## config.mk

```make
export PLATFORM = sky130hd
export DESIGN_NAME = swg_top
export DESIGN_NICKNAME = d
export VERILOG_FILES = /design/src/rtl/swg_pkg.sv /design/src/rtl/swg_ctrl.sv /design/src/rtl/swg_window.sv /design/src/rtl/swg_top.sv
export SDC_FILE = /design/constraint.sdc
export NUM_CORES = 1
export LEC_CHECK = 0
export ABC_AREA = 1
export BUFFER_PORTS_ARGS = -buffer_cell sky130_fd_sc_hd__buf_2
export CELL_PAD_IN_SITES_DETAIL_PLACEMENT = 1
export CELL_PAD_IN_SITES_GLOBAL_PLACEMENT = 2
export CORE_UTILIZATION = 25
export DETAILED_ROUTE_END_ITERATION = 8
export PLACE_DENSITY = 0.76
export SLEW_MARGIN = 20
export SYNTH_ARGS = -nofsm -noshare
export SYNTH_HDL_FRONTEND = slang
export SYNTH_SLANG_ARGS = --single-unit
```

## constraint.sdc

```tcl
create_clock -name clk -period 8.3 [get_ports clk]
set_input_delay 1.66 -clock clk [delete_from_list [all_inputs] [get_ports clk]]
set_output_delay 1.66 -clock clk [all_outputs]
set_load 0.02 [all_outputs]
```

## src/rtl/swg_pkg.sv

```systemverilog
package swg_pkg;

    localparam int WIN_DIM    = 3;
    localparam int STRIP_ROWS = 4;
    localparam int IDX_W      = $clog2(STRIP_ROWS);
    localparam int ROWCNT_W   = 3;

    typedef enum logic [2:0] {
        ST_IDLE,
        ST_READ,
        ST_LAST,
        ST_OUT,
        ST_DONE
    } swg_state_e;

    // Height of a band given the rows remaining below its first row.
    function automatic logic [ROWCNT_W-1:0] band_rows(input logic strip, input int unsigned left);
        return (strip && left >= 32'd4) ? 3'd4 : 3'd3;
    endfunction

endpackage

```

## src/rtl/swg_ctrl.sv

```systemverilog
module swg_ctrl
    import swg_pkg::*;
#(
    parameter int DIM_W  = 8,
    parameter int ADDR_W = 2 * DIM_W
) (
    input  logic              clk,
    input  logic              rst,
    input  logic              start,
    input  logic [DIM_W-1:0]  cfg_width,
    input  logic [DIM_W-1:0]  cfg_height,
    input  logic              cfg_strip,
    input  logic              stall,
    output logic              rd_en,
    output logic [ADDR_W-1:0] rd_addr,
    output logic              cap_en,
    output logic [IDX_W-1:0]  cap_idx,
    output logic              shift_en,
    output logic              win_valid,
    output logic              win_b_valid,
    output logic              busy,
    output logic              done
);

    localparam int EXT_W = DIM_W + 1;

    swg_state_e           state_q;
    logic [DIM_W-1:0]     width_q, height_q, row_q, col_q;
    logic                 strip_q;
    logic [IDX_W-1:0]     idx_q;
    logic [ROWCNT_W-1:0]  nrows_q;
    logic                 cap_en_q;
    logic [IDX_W-1:0]     cap_idx_q;

    logic [DIM_W-1:0]     row_nxt;
    logic                 band_last;
    logic                 col_last;
    logic                 idx_last;

    assign row_nxt   = row_q + (strip_q ? DIM_W'(2) : DIM_W'(1));
    assign band_last = (EXT_W'(row_nxt) + EXT_W'(3)) > EXT_W'(height_q);
    assign col_last  = (col_q == width_q - DIM_W'(1));
    assign idx_last  = ({1'b0, idx_q} == nrows_q - ROWCNT_W'(1));

    always_ff @(posedge clk) begin
        if (rst) begin
            state_q   <= ST_IDLE;
            width_q   <= '0;
            height_q  <= '0;
            strip_q   <= 1'b0;
            row_q     <= '0;
            col_q     <= '0;
            idx_q     <= '0;
            nrows_q   <= ROWCNT_W'(3);
            cap_en_q  <= 1'b0;
            cap_idx_q <= '0;
        end else begin
            cap_en_q  <= rd_en;
            cap_idx_q <= idx_q;
            unique case (state_q)
                ST_IDLE: begin
                    if (start) begin
                        width_q  <= cfg_width;
                        height_q <= cfg_height;
                        strip_q  <= cfg_strip;
                        row_q    <= '0;
                        col_q    <= '0;
                        idx_q    <= '0;
                        nrows_q  <= band_rows(cfg_strip, 32'(cfg_height));
                        state_q  <= ST_READ;
                    end
                end
                ST_READ: begin
                    if (idx_last) begin
                        idx_q   <= '0;
                        state_q <= ST_LAST;
                    end else begin
                        idx_q <= idx_q + IDX_W'(1);
                    end
                end
                ST_LAST: begin
                    if (col_q >= DIM_W'(2)) begin
                        state_q <= ST_OUT;
                    end else begin
                        col_q   <= col_q + DIM_W'(1);
                        state_q <= ST_READ;
                    end
                end
                ST_OUT: begin
                    if (!stall) begin
                        if (col_last) begin
                            if (band_last) begin
                                state_q <= ST_DONE;
                            end else begin
                                row_q   <= row_nxt;
                                col_q   <= '0;
                                nrows_q <= band_rows(strip_q, 32'(height_q - row_nxt));
                                state_q <= ST_READ;
                            end
                        end else begin
                            col_q   <= col_q + DIM_W'(1);
                            state_q <= ST_READ;
                        end
                    end
                end
                ST_DONE: state_q <= ST_IDLE;
                default: state_q <= ST_IDLE;
            endcase
        end
    end

    assign rd_en       = (state_q == ST_READ);
    assign rd_addr     = (ADDR_W'(row_q) + ADDR_W'(idx_q)) * ADDR_W'(width_q) + ADDR_W'(col_q);
    assign cap_en      = cap_en_q;
    assign cap_idx     = cap_idx_q;
    assign shift_en    = (state_q == ST_LAST);
    assign win_valid   = (state_q == ST_OUT);
    assign win_b_valid = (state_q == ST_OUT) && (nrows_q == ROWCNT_W'(4));
    assign busy        = (state_q != ST_IDLE);
    assign done        = (state_q == ST_DONE);

endmodule

```

## src/rtl/swg_window.sv

```systemverilog
module swg_window
    import swg_pkg::*;
#(
    parameter int PIX_W = 8,
    localparam int WIN_W = WIN_DIM * WIN_DIM * PIX_W
) (
    input  logic              clk,
    input  logic              rst,
    input  logic              cap_en,
    input  logic [IDX_W-1:0]  cap_idx,
    input  logic              shift_en,
    input  logic [PIX_W-1:0]  rd_data,
    output logic [WIN_W-1:0]  win_a,
    output logic [WIN_W-1:0]  win_b
);

    logic [PIX_W-1:0] colbuf_q [STRIP_ROWS];
    logic [PIX_W-1:0] fresh    [STRIP_ROWS];
    logic [PIX_W-1:0] tap_q    [WIN_DIM][STRIP_ROWS];

    // Incoming column: buffered rows plus the pixel arriving this cycle.
    always_comb begin
        for (int r = 0; r < STRIP_ROWS; r++) begin
            fresh[r] = (cap_en && (cap_idx == IDX_W'(r))) ? rd_data : colbuf_q[r];
        end
    end

    always_ff @(posedge clk) begin
        if (rst) begin
            for (int r = 0; r < STRIP_ROWS; r++) begin
                colbuf_q[r] <= '0;
                for (int c = 0; c < WIN_DIM; c++) tap_q[c][r] <= '0;
            end
        end else begin
            for (int r = 0; r < STRIP_ROWS; r++) begin
                if (cap_en) colbuf_q[r] <= fresh[r];
                if (shift_en) begin
                    for (int c = 0; c < WIN_DIM - 1; c++) tap_q[c][r] <= tap_q[c+1][r];
                    tap_q[WIN_DIM-1][r] <= fresh[r];
                end
            end
        end
    end

    for (genvar r = 0; r < WIN_DIM; r++) begin : g_row
        for (genvar c = 0; c < WIN_DIM; c++) begin : g_col
            assign win_a[(r*WIN_DIM+c)*PIX_W +: PIX_W] = tap_q[c][r];
            assign win_b[(r*WIN_DIM+c)*PIX_W +: PIX_W] = tap_q[c][r+1];
        end
    end

endmodule

```

## src/rtl/swg_top.sv

```systemverilog
module swg_top
    import swg_pkg::*;
#(
    parameter int PIX_W = 8,
    parameter int DIM_W = 8,
    localparam int ADDR_W = 2 * DIM_W,
    localparam int WIN_W  = WIN_DIM * WIN_DIM * PIX_W
) (
    input  logic              clk,
    input  logic              rst,
    input  logic              start,
    input  logic [DIM_W-1:0]  cfg_width,
    input  logic [DIM_W-1:0]  cfg_height,
    input  logic              cfg_strip,
    input  logic              stall,
    output logic              rd_en,
    output logic [ADDR_W-1:0] rd_addr,
    input  logic [PIX_W-1:0]  rd_data,
    output logic              win_valid,
    output logic              win_b_valid,
    output logic [WIN_W-1:0]  win_a,
    output logic [WIN_W-1:0]  win_b,
    output logic              busy,
    output logic              done
);

    logic             cap_en;
    logic [IDX_W-1:0] cap_idx;
    logic             shift_en;

    swg_ctrl #(.DIM_W(DIM_W), .ADDR_W(ADDR_W)) u_ctrl (
        .clk        (clk),
        .rst        (rst),
        .start      (start),
        .cfg_width  (cfg_width),
        .cfg_height (cfg_height),
        .cfg_strip  (cfg_strip),
        .stall      (stall),
        .rd_en      (rd_en),
        .rd_addr    (rd_addr),
        .cap_en     (cap_en),
        .cap_idx    (cap_idx),
        .shift_en   (shift_en),
        .win_valid  (win_valid),
        .win_b_valid(win_b_valid),
        .busy       (busy),
        .done       (done)
    );

    swg_window #(.PIX_W(PIX_W)) u_win (
        .clk     (clk),
        .rst     (rst),
        .cap_en  (cap_en),
        .cap_idx (cap_idx),
        .shift_en(shift_en),
        .rd_data (rd_data),
        .win_a   (win_a),
        .win_b   (win_b)
    );

endmodule

```

* Word-level counts from Yosys, hierarchy flattened
Memories as Yosys holds them, arrays and structs flattened.
Index checks and enable logic that the tools add are counted.
** Operators by class
- Multiply operators :: 1
- Reduce and logical (&&, ||, !) cells :: 18
- Multiplexer cells :: 56
- Order comparisons :: 4
- Eq/ne operators :: 17
- Bitwise logic cells :: 16
- Add/sub/neg operators :: 9
** Operator list (count)
- 8-bit 2-to-1 mux :: 28
- 3-bit 2-to-1 mux :: 11
- 32-bit by 3-bit >= comparator with 1-bit output, second input constant :: 1
- 8-bit one-hot mux with 3 select lines :: 1
- 16-bit by 8-bit adder with 16-bit output :: 1
- 16-bit by 8-bit multiplier with 16-bit output :: 1
- 1-bit OR :: 16
- 8-bit one-hot mux with 2 select lines :: 1
- 3-bit one-hot mux with 4 select lines :: 1
- 5-bit AND reduction :: 2
- 8-bit by 2-bit adder with 9-bit output :: 1
- 8-bit by 2-bit adder with 9-bit output, second input constant :: 1
- 9-bit by 8-bit > comparator with 1-bit output :: 1
- 8-bit by 8-bit subtractor with 9-bit output :: 1
- 8-bit by 1-bit adder with 8-bit output, second input constant :: 1
- 8-bit adder :: 1
- 8-bit equality test :: 1
- 8-bit by 2-bit >= comparator with 1-bit output, second input constant :: 1
- 8-bit by 3-bit >= comparator with 1-bit output, second input constant :: 1
- 1-bit 2-to-1 mux :: 8
- 2-bit 2-to-1 mux :: 4
- 2-bit inequality test, second input constant :: 4
- 8-bit by 1-bit subtractor with 8-bit output, second input constant :: 1
- 1-bit logical AND :: 7
- other kinds (18) :: 25
** Storage, ports and cells
- Memories :: 2
- RAM bits :: 128
- Input bits :: 29
- Flip-flop bits (word level) :: 44
** Memory list
- u_win.tap_q :: words 3, bits a word 32, rd ports 3, clocked after memory_dff 0, write ports 3, RTL line swg_window.sv:19 : logic [PIX_W-1:0] tap_q [WIN_DIM][STRIP_ROWS];
- u_win.colbuf_q :: words 4, bits a word 8, rd ports 4, clocked after memory_dff 0, write ports 4, RTL line swg_window.sv:17 : logic [PIX_W-1:0] colbuf_q [STRIP_ROWS];

* Depth between registers and ports, before layout
Gate-level depths: netlist (run 1).
- Word-level depth :: 10
- Mapped depth :: 29

* By module
A second synthesis (run 1) with hierarchy kept.
** Unflattened totals
- Cells, all modules :: 1350
- Area, all modules :: 11400.9 µm²
** Modules (own cells, without submodules)
- swg_ctrl :: times used 1, cells each 813, area each 5735.5 µm², sequential area each 860.8 µm²
- swg_window :: times used 1, cells each 537, area each 5665.4 µm², sequential area each 3843.7 µm²

* Least setup slack after synthesis (run 1)
Ideal clock, no wire load.
- Path kind :: register to register
- Start :: reg u_ctrl.state_q[0]
- End :: mem u_win.tap_q[0][0] (netlist bit), enable pin
- Buffers on the path :: 0
- Stages on the path, launching flop included :: 4
- Arrival time :: 7228 ps
- Setup slack :: 388 ps
- Cells stage by stage :: dfxtp_1 -> nor2_1 -> inv_1 -> o21ai_0
** RTL lines
- start, declared :: RTL line swg_ctrl.sv:27 : swg_state_e state_q;
- start signal, assigned :: RTL line swg_ctrl.sv:47 : state_q <= ST_IDLE;
- start signal, assigned :: RTL line swg_ctrl.sv:70 : state_q <= ST_READ;
- start signal, assigned :: RTL line swg_ctrl.sv:76 : state_q <= ST_LAST;
- end, declared :: RTL line swg_window.sv:19

* Worst setup path in the final report (run 1)
- Start :: reg u_ctrl.row_q[0]
- End :: out rd_addr[15]
** On the way
- Cells in the longest elaborated chain, start to end :: 3
** Ends and longest elaborated chain
- start, declared :: RTL line swg_ctrl.sv:28 : logic [DIM_W-1:0] width_q, height_q, row_q, col_q;
- start signal, assigned :: RTL line swg_ctrl.sv:95 : row_q <= row_nxt;
- 8-bit by 2-bit adder with 9-bit output :: RTL line swg_ctrl.sv:113 : assign rd_addr = (ADDR_W'(row_q) + ADDR_W'(idx_q)) * ADDR_W'(width_q) + ADDR_W'(col_q);
- 16-bit by 8-bit multiplier with 16-bit output :: RTL line swg_ctrl.sv:113
- 16-bit by 8-bit adder with 16-bit output :: RTL line swg_ctrl.sv:113
- end, declared :: RTL line swg_top.sv:17 : output logic [ADDR_W-1:0] rd_addr,
Every way passes these cells.

==> out/metrics.csv, run 1 <==
metric,value,unit
switching_share,0.337,
grt_max_degree,97,
antenna_found_initial,1,
cts.clk_slew.worst_paths,0.08,ns
ys.flop_type,edfxtp_1,
synthMuxAreaShare,0.0293,
hpwl,21300,um
clockBufferDepth,2,
fp.dieH,211,um
start_util,0.254,
hold_violations,0,
rsz0062_at_grt,no,
period_share,0.946,
fillers,5127,
mostFrequentLayoutCell,inv_1,
r2r_end,u_ctrl.col_q[2],
p_comb_frac,0.218,
slowest_stage,fa_1,
synth_fa_ha_area_frac,0.165,
ys_seq_area_frac,0.431,
htree_levels,4,
ff2ff_path_depth,25,
synth_area,0.0109,mm2
fin_tns_setup,0,ns
synth-edff-count,128,
grt_pass1_vias,8449,
layout_common_cells,"inv_1, nor2_1, buf_2",
end_kind,output pin,
routed_wl,27800,um
min-delay-start,u_ctrl.nrows_q[2],
synth_nets,1343,
synth_top_family_by_area,simple AND/OR/NAND/NOR gates,
max_slew_margin,0.342,
synth_area_per_cell,9.09,um2
grt_overflow_total,0,
r2r_start,u_ctrl.strip_q,
holdCritPathClass,flop to flop,
start_kind,flop,
grt.total_usage,0.128,
p_sw,0.000788,W
drc,0,
areaGrowthSynthToFinish,16.7,%
p_int,0.00155,W
chipWidth,211,um
cp.arrival,6.19,ns
worstSkewPairLatency,0.43,ns
coreArea,0.0431,mm2
cts_tree,done,
cts_setup_buffers,0,
cts_buffers,17,
power_frac_seq,0.453,
ys_ff_latch,171,
max_stage_delay,0.55,ns
ys_types,43,
final_nets,1479,
ir_drop,0.106,mV
ys_warn_count,0,
fin_crit,7.85,ns
wl_per_cell,14.4,um
fin_area,0.0127,mm2
rows,76,
finalSetupViolCount,0,
drt_iter0_drc,344,
cts_sinks,171,
syn_inst,1201,
grt_pass1_wl,44600,um
gp_congestion,0.789,
synthArstFlopShare,0,
drive_gt1_frac,0.199,
ant_nets,0,
crit_required,6.64,ns
first_pass_iters,4,
worstSetupPathType,flop to output pin,
boundaryPins,194,
synth-simple-area-share,0.172,
tightest_slew,0.981,ns
post_synth_xor_area_fraction,0.0262,
viasPerCell,4.26,
synth_compound_area_frac,0.0522,
rrSetupSlack,4.39,ns
max_freq,127,MHz
cap_violations,0,
cts_root_buffer,clkbuf_16,
diodes,0,
min_delay_path_depth,2,
design.die.area,0.0445,mm2
placement.cell_area,0.0122,mm2
slew_violations,0,
vias,8248,
power_density,183,mW/mm2
crit_path_max_fanout,6,
fin_worst_skew,0.0119,ns
hold_end,u_ctrl.nrows_q[2],
pwr-share-clk,0.329,
cellLeakagePower,6.17,nW
status,"finished, final reports clean",
port_buffers,193,
critical path: cells and delay by family, from the launching register on:
kind / cells / cell delay [ns]
adders and majority gates: 7 / 3.01
and+or+nand+nor: 11 / 1.27
AOI/OAI and AO/OA: 5 / 0.65
buffers and inverters: 5 / 0.45
DFF: 1 / 0.37
stage by stage:
stage	power, W	hold slack, ns	util	instances	worst slack, ns
CTS	0.00237	0.480	0.295	1935	0.298
global route	0.00246	0.514	0.296	1935	0.0351
finish	0.00233	0.481	0.296	1935	0.450
detailed placement	0.00159	0.468	0.283	1903	0.816
global placement	0.00158	0.453	0.283	1903	0.952
floorplan	0.00145	0.445	-	1201	0.388
cells by family after synthesis:
| logic type | after synthesis |
|---|---|
| flops | 171 |
| simple gates | 436 |
| compound gates | 105 |
| fa+ha+maj | 113 |
| buf+inv | 313 |
| mux | 32 |
| xor+xnor | 31 |
sequential cells by signal (all words and copies together) (netlist names):
name and flops:
u_win.tap_q 96, u_win.colbuf_q 32, u_ctrl.col_q 8, u_ctrl.height_q 8, u_ctrl.row_q 8, u_ctrl.width_q 8
u_ctrl.state_q 3, u_ctrl.cap_idx 2, u_ctrl.idx_q 2, u_ctrl.nrows_q 2, u_ctrl.cap_en 1, u_ctrl.strip_q 1
how the worst max path moves through the flow:
stage / start / end / slack [ns] / cells past startpoint
floorplan: u_ctrl.state_q[0] / u_win.tap_q[0][0] / 0.39 / 3
detailed placement: u_ctrl.row_q[0] / rd_addr[15] / 0.82 / 28
finish: u_ctrl.row_q[0] / rd_addr[15] / 0.45 / 28
global placement: u_ctrl.row_q[0] / rd_addr[15] / 0.95 / 30
CTS: u_ctrl.row_q[0] / rd_addr[15] / 0.30 / 28
global route: u_ctrl.row_q[0] / rd_addr[15] / 0.04 / 28
layout make-up:
cell class,instances,area [um2],share of cell area
clock buffer,17,425,0.0334
clock inverter,15,128,0.0100
inverter,236,886,0.0695
multi-input combinational,717,4900,0.384
sequential,171,4700,0.369
tap,585,732,0.0574
timing repair buffer,194,973,0.0763
power groups by stage:
stage / combinational (W) / sequential, W / clock [W]
3_3_place_gp: 0.000506 / 0.00107 / 0
6_report: 0.000508 / 0.00106 / 0.000769
5_1_grt: 0.000573 / 0.00107 / 0.000821
4_1_cts: 0.000518 / 0.00106 / 0.000795
3_5_place_dp: 0.000515 / 0.00108 / 0
2_1_floorplan: 0.000336 / 0.00111 / 0
Yosys cell counts (21+ instances only):
cell type | number | area share
o21ai_0 | 37 | 0.017
mux2i_1 | 32 | 0.029
nand3_1 | 31 | 0.014
dfxtp_1 | 43 | 0.079
nor2_1 | 211 | 0.073
nand2_1 | 143 | 0.049
buf_4 | 49 | 0.034
inv_1 | 227 | 0.078
fa_1 | 52 | 0.095
a21oi_1 | 49 | 0.022
clkbuf_1 | 24 | 0.0082
xor2_1 | 21 | 0.017
ha_1 | 61 | 0.070
edfxtp_1 | 128 | 0.35
routing by layer:
metal,track usage,vias to the layer above,wire length [um]
met4,0.0317,2,405
met3,0.0244,28,1130
met1,0.161,3996,12600
met2,0.224,195,13600
li1,-,4027,-
met5,0,-,13
timing repair:
| item | 4_1_cts | 5_1_grt |
|---|---|---|
| hold buffers | 0 | 0 |
| endpoints found under the setup margin | 0 | 1 |
| endpoints found under the hold margin | 0 | 0 |
| resized for setup | 0 | 5 |
(Power assumes the default switching activity.)
==> inputs of run 2 (changes only) <==
PLACE_DENSITY = 0.74   (was 0.76)
RECOVER_POWER = 100   (was unset)
clock period = 8.6 ns   (was 8.3 ns; I/O delays follow)
==> run 2 against run 1 <==
The flow now finishes with violations (capacitance limit, slew limit). Non-clock buffer count rose by 2. Highest routed layer is now met4. Sequential cell count did not move. Sequential share of layout area rose by 0.80 points. Via count fell by 0.25%. Sequential power fell by 4%. Count of clock-buffer cells in the layout rose by 1. Cell count rose by 0.31%. Worst setup slack improved by 0.079 ns. First-iteration DRC count fell by 8.1%. Clock skew rose by 0.0085 ns. Cell area fell by 2.1%. Critical endpoint unchanged.
==> out/metrics.csv, run 2 (synthesis gave the netlist of run 1 again) <==
metric,value,unit
status,"complete, but fails checks",
violations,"capacitance limit, slew limit",
cap_violations,5,
regMostFlops,u_win.tap_q,
hold_violations,0,
fin_worst_skew,0.0204,ns
antenna_found_initial,0,
wl_met3,1100,um
htree_levels,4,
holdBufCountCts,0,
max_slew_margin,-1.20,
reg_top3,"u_win.tap_q: 96 flops, u_win.colbuf_q: 32 flops",
drt_iter0_drc,316,
cts_root_buffer,clkbuf_16,
fin_util,0.290,
cts.clk_slew.worst_paths,0.07,ns
start_util,0.254,
finalSetupViolCount,0,
vias,8227,
tightest_slew,3.29,ns
finalPower,0.00229,W
largest_reg_flops,96,
power_density,184,mW/mm2
end_kind,output pin,
slowest_stage,fa_1,
crit_family,adder cells,
crit_required,6.88,ns
cts_buffers,17,
first_pass_iters,5,
cts_tree,done,
placement.cell_area,0.0122,mm2
grt_max_degree,97,
areaGrowthSynthToFinish,14.2,%
slew_violations,265,
holdCritPathClass,flop to flop,
fin_area,0.0125,mm2
worstSkewPairLatency,0.46,ns
rsz0062_at_grt,no,
layout_common_cells,"inv_1, nor2_1, clkbuf_1",
coreArea,0.0431,mm2
rows,76,
cellLeakagePower,5.62,nW
drc,0,
grt_pass1_wl,45500,um
cp.arrival,6.35,ns
max_stage_delay,0.55,ns
cts_resized,0,
grt.total_usage,0.132,
boundaryPins,194,
port_buffers,193,
mostFrequentLayoutCell,inv_1,
grt_overflow_total,0,
cts_setup_buffers,0,
viasPerCell,4.24,
final_nets,1481,
critical_path.most_common_cell,nand2_1,
chipWidth,211,um
dp.cells,1905,
start_kind,flop,
gp_congestion,0.788,
cts_sinks,171,
hpwl,21800,um
drive_gt1_frac,0.0666,
wl_per_cell,14.9,um
wl_met2,14300,um
clockBufferDepth,2,
design.die.area,0.0445,mm2
fin_tns_setup,0,ns
crit_path_max_fanout,6,
period_share,0.938,
worstSetupPathType,flop to output pin,
fp.dieH,211,um
fin_crit,8.07,ns
grt_pass1_vias,8439,
max_freq,124,MHz
highest_layer,met4,
ant_nets,0,
ir_drop,0.115,mV
routed_wl,29000,um
wl_met1,13300,um
fin_cells,1941,
worst-path-buf-inv,7,
==> run 2: cell types whose count changed in the layout (fill, tap and decap cells not counted), moves of 3 or more <==
cell      previous run  this run
a21oi_1             49        52
a21oi_2              4         1
buf_2              193        30
clkbuf_1             0       164
diode_2              0         4
inv_6                8         5
inv_8                1         4
nand2_1            141       145
nand3_1             31        34
o21ai_0             34        39
o21ai_1              3         0
==> run 2: per-stage QoR <==
step                setup WS [ns]  hold WS (ns)
floorplan                   0.688         0.445
detailed placement           1.01         0.472
global placement             1.19         0.453
global route               0.0664         0.517
finish                      0.529         0.474
CTS                         0.494         0.482
==> run 2: final timing paths <==
| kind | from | to | slack [ns] | cells after the start |
|---|---|---|---|---|
| worst min register to register | u_ctrl.nrows_q[2] | u_ctrl.nrows_q[2] | 0.47 | 2 |
| worst min-delay path | u_ctrl.nrows_q[2] | u_ctrl.nrows_q[2] | 0.47 | 2 |
| worst max-delay path | u_ctrl.row_q[0] | rd_addr[15] | 0.53 | 30 |
| worst max register to register | u_ctrl.strip_q | u_ctrl.col_q[2] | 3.85 | 25 |
==> run 2: worst reg2reg max path: cells and delay by family, from the launching register on <==
kind	cells	cell delay, ns
AOI/OAI and AO/OA	1	0.10
xor gates and xnor gates	1	0.18
adders and majority gates	4	1.28
buffers and inverters	3	0.29
DFF	1	0.39
and+or+nand+nor	16	2.38
==> run 2: area by class of cell <==
| type | instances | area, um2 |
|---|---|---|
| Clock inverter | 14 | 154 |
| Clock buffer | 18 | 439 |
| Tap cell | 585 | 732 |
| Fill cell | 5201 | 30600 |
| Multi-Input combinational cell | 717 | 4780 |
| Antenna cell | 4 | 10.0 |
| Timing Repair Buffer | 196 | 776 |
| Sequential cell | 171 | 4700 |
| Inverter | 236 | 886 |
==> run 2: report_power, final <==
group / internal [W] / switching, W / leakage (nW)
Combinational: 0.000127 / 0.000337 / 3.64
Clock: 0.000421 / 0.000382 / 0.297
Sequential: 0.000968 / 0.0000555 / 1.69
Total: 0.00152 / 0.000774 / 5.62
==> run 2: layer usage <==
layer  global-route usage  vias up
li1                     -     4022
met1                0.169     4010
met2                0.229      180
met3               0.0235       15
met4               0.0290        0
met5                    0        -
==> inputs of run 3 (changes only) <==
ABC_AREA = 0   (was 1)
PLACE_DENSITY = 0.71   (was 0.74)
SKIP_CTS_REPAIR_TIMING = 1   (was unset)
clock period = 10.5 ns   (was 8.6 ns; I/O delays follow)
==> run 3 against run 2 <==
The flow still finishes with violations (capacitance limit, slew limit). Worst hold slack gained 0.010 ns. Area after synthesis down 0.87%. First-iteration DRC count is 7.0% lower. Non-clock buffer count is the same. Utilization is 0.23 points higher. Largest cell class unchanged.
==> out/metrics.csv, run 3 <==
metric,value,unit
status,"complete, but fails checks",
violations,"capacitance limit, slew limit",
crit_required,8.40,ns
chipWidth,210,um
coreArea,0.0423,mm2
cts_root_buffer,clkbuf_16,
antenna_found_initial,0,
ant_nets,0,
fin_tns_setup,0,ns
viasPerCell,4.35,
max_slew_margin,-1.55,
fin_cells,1754,
cts.clk_slew.worst_paths,0.07,ns
vias,7634,
ys_warn_count,0,
slew_violations,288,
htree_levels,4,
rsz0062_at_grt,no,
worst-path-buf-inv,5,
drt_iter0_drc,294,
grt_overflow_total,0,
fillers,4878,
fin_hold_ws,0.484,ns
start_util,0.256,
wl_per_cell,15.2,um
cts_buffers,17,
gp_congestion,0.748,
worstSetupPathType,flop to output pin,
synth_top_area_share,0.355,
drc,0,
largest_reg_flops,96,
cts_tree,done,
worstSetupStartpoint,u_ctrl.idx_q[0],
worstSkewPairLatency,0.45,ns
min-delay-start,u_ctrl.height_q[7],
r2r_end,u_ctrl.row_q[5],
max_stage_delay,0.54,ns
syn_inst,1037,
design.die.area,0.0441,mm2
yosysTopAreaCell,edfxtp_1,
grt_pass1_wl,42600,um
clockBufferDepth,2,
port_buffers,193,
synth_area,0.0108,mm2
start_kind,flop,
routed_wl,26700,um
rows,75,
r2r_start,u_ctrl.strip_q,
tightest_slew,3.79,ns
placement.cell_area,0.0120,mm2
mostFrequentLayoutCell,clkbuf_1,
rrSetupSlack,4.65,ns
finalSetupViolCount,0,
cap_violations,7,
cellLeakagePower,4.98,nW
end_kind,output pin,
fin_crit,8.69,ns
cts_sinks,171,
first_pass_iters,4,
reg_top3,"u_win.tap_q: 96 flops, u_win.colbuf_q: 32 flops",
regMostFlops,u_win.tap_q,
layout_common_cells,"clkbuf_1, edfxtp_1, inv_1",
hold_end,u_ctrl.height_q[7],
diodes,0,
cp.arrival,6.59,ns
synth_nets,1179,
slowest_stage,fa_1,
synth_common_cells,"edfxtp_1, inv_1, and2_1",
fp.dieH,210,um
boundaryPins,194,
fin_worst_skew,0.0123,ns
areaGrowthSynthToFinish,14.1,%
crit_family,adder cells,
ff2ff_path_depth,16,
holdCritPathClass,flop to flop,
synthArstFlopShare,0,
ys_seq_area_frac,0.434,
synth-edff-count,128,
synth_most_common_cell,edfxtp_1,
ys.flop_type,edfxtp_1,
path_cells,ha_1 -> inv_1 -> fa_1 -> nand2b_1 -> xnor2_1 -> nand2_1 -> fa_1 -> inv_1 -> fa_1 -> inv_1 -> fa_1 -> fa_1 -> inv_1 -> ha_1 -> o21a_1 -> o31a_1 -> o211ai_1 -> nand2_1 -> a41o_1 -> o41ai_1 -> xnor2_1 -> clkbuf_1,
grt_pass1_vias,7904,
crit_path_max_fanout,8,
hold_violations,0,
max_freq,115,MHz
ys_types,69,
ir_drop,0.0764,mV
critical_path.most_common_cell,fa_1,
drive_gt1_frac,0.0586,
power_density,133,mW/mm2
synth_area_per_cell,10.4,um2
fin_area,0.0124,mm2
grt.total_usage,0.123,
ys_ff_latch,171,
period_share,0.828,
grt_max_degree,72,
dp.cells,1723,
hpwl,19900,um
yosys-top-cells-area,"edfxtp_1, fa_1, dfxtp_1, ha_1, and2_1",
final_nets,1307,
min_delay_path_depth,2,
finalPower,0.00165,W
-- run 3: changes by cell type in the layout (fill, tap and decap cells not counted), moves of 16 or more --
| cell | before | now |
|---|---|---|
| xnor2_1 | 8 | 29 |
| o21ai_0 | 39 | 14 |
| inv_1 | 227 | 105 |
| nor2b_1 | 0 | 16 |
| nand2_1 | 145 | 84 |
| nor2_1 | 213 | 97 |
| and2_0 | 0 | 42 |
| and2_1 | 0 | 60 |
| nand3_1 | 34 | 13 |
-- run 3: area by class of cell --
cell class                 instances  area (um2)  area share
clock buffer                      18         429      0.0347
clock inverter                    13         136      0.0110
inverter                         106         398      0.0322
multi-input combinational        673        5190       0.420
sequential                       171        4700       0.381
tap                              577         722      0.0584
timing repair buffer             196         774      0.0627
-- run 3: how the worst max path moves through the flow --
stage / end / cells past startpoint
after global routing: rd_addr[15] / 22
after CTS: rd_addr[15] / 22
after floorplan: u_win.tap_q[0][0] / 3
after global placement: rd_addr[15] / 22
after detailed placement: rd_addr[15] / 22
final: rd_addr[15] / 22
-- run 3: worst reg2reg max path: stages, from the launching register on --
cell and delay (ns):
dfxtp_1 0.49, inv_1 0.08, ha_1 0.26, fa_1 0.55
inv_1 0.14, ha_1 0.25, or2_2 0.34, a2111o_1 0.44
xor2_1 0.16, ha_1 0.33, and3_1 0.19, nand4_1 0.12
o211a_1 0.15, a221oi_1 0.16, nor4b_1 1.60, or2_2 0.36
o21ai_0 0.11
-- run 3: per-stage QoR --
| step | utilization | worst slack, ns |
|---|---|---|
| after floorplan | - | 2.39 |
| after global placement | 0.284 | 2.48 |
| after detailed placement | 0.285 | 2.30 |
| after CTS | 0.298 | 1.80 |
| after global routing | 0.292 | 1.33 |
| final | 0.292 | 1.81 |
-- run 3: routing by layer --
| layer | vias to the layer above | global-route usage | routed length [um] |
|---|---|---|---|
| met3 | 19 | 0.0232 | 1060 |
| met2 | 163 | 0.217 | 13200 |
| li1 | 3676 | - | - |
| met5 | - | 0 | 0 |
| met1 | 3776 | 0.153 | 12200 |
| met4 | 0 | 0.0330 | 265 |
-- run 3: power breakdown --
group / leakage, nW / switching (W) / internal [W] / total [W]
Clock: 0.273 / 0.000289 / 0.000332 / 0.000621
Sequential: 1.69 / 0.0000350 / 0.000774 / 0.000809
Combinational: 3.02 / 0.000157 / 0.0000618 / 0.000218
-- run 3: cells by family after synthesis --
kind of cell	after synthesis	synth area share
flip-flops	171	0.434
AND/OR/NAND/NOR	374	0.177
buffers and inverters	193	0.0847
multiplexers	37	0.0348
adder cells (fa/ha/maj)	113	0.167
AO/OA/AOI/OAI	107	0.0688
XOR/XNOR	42	0.0340
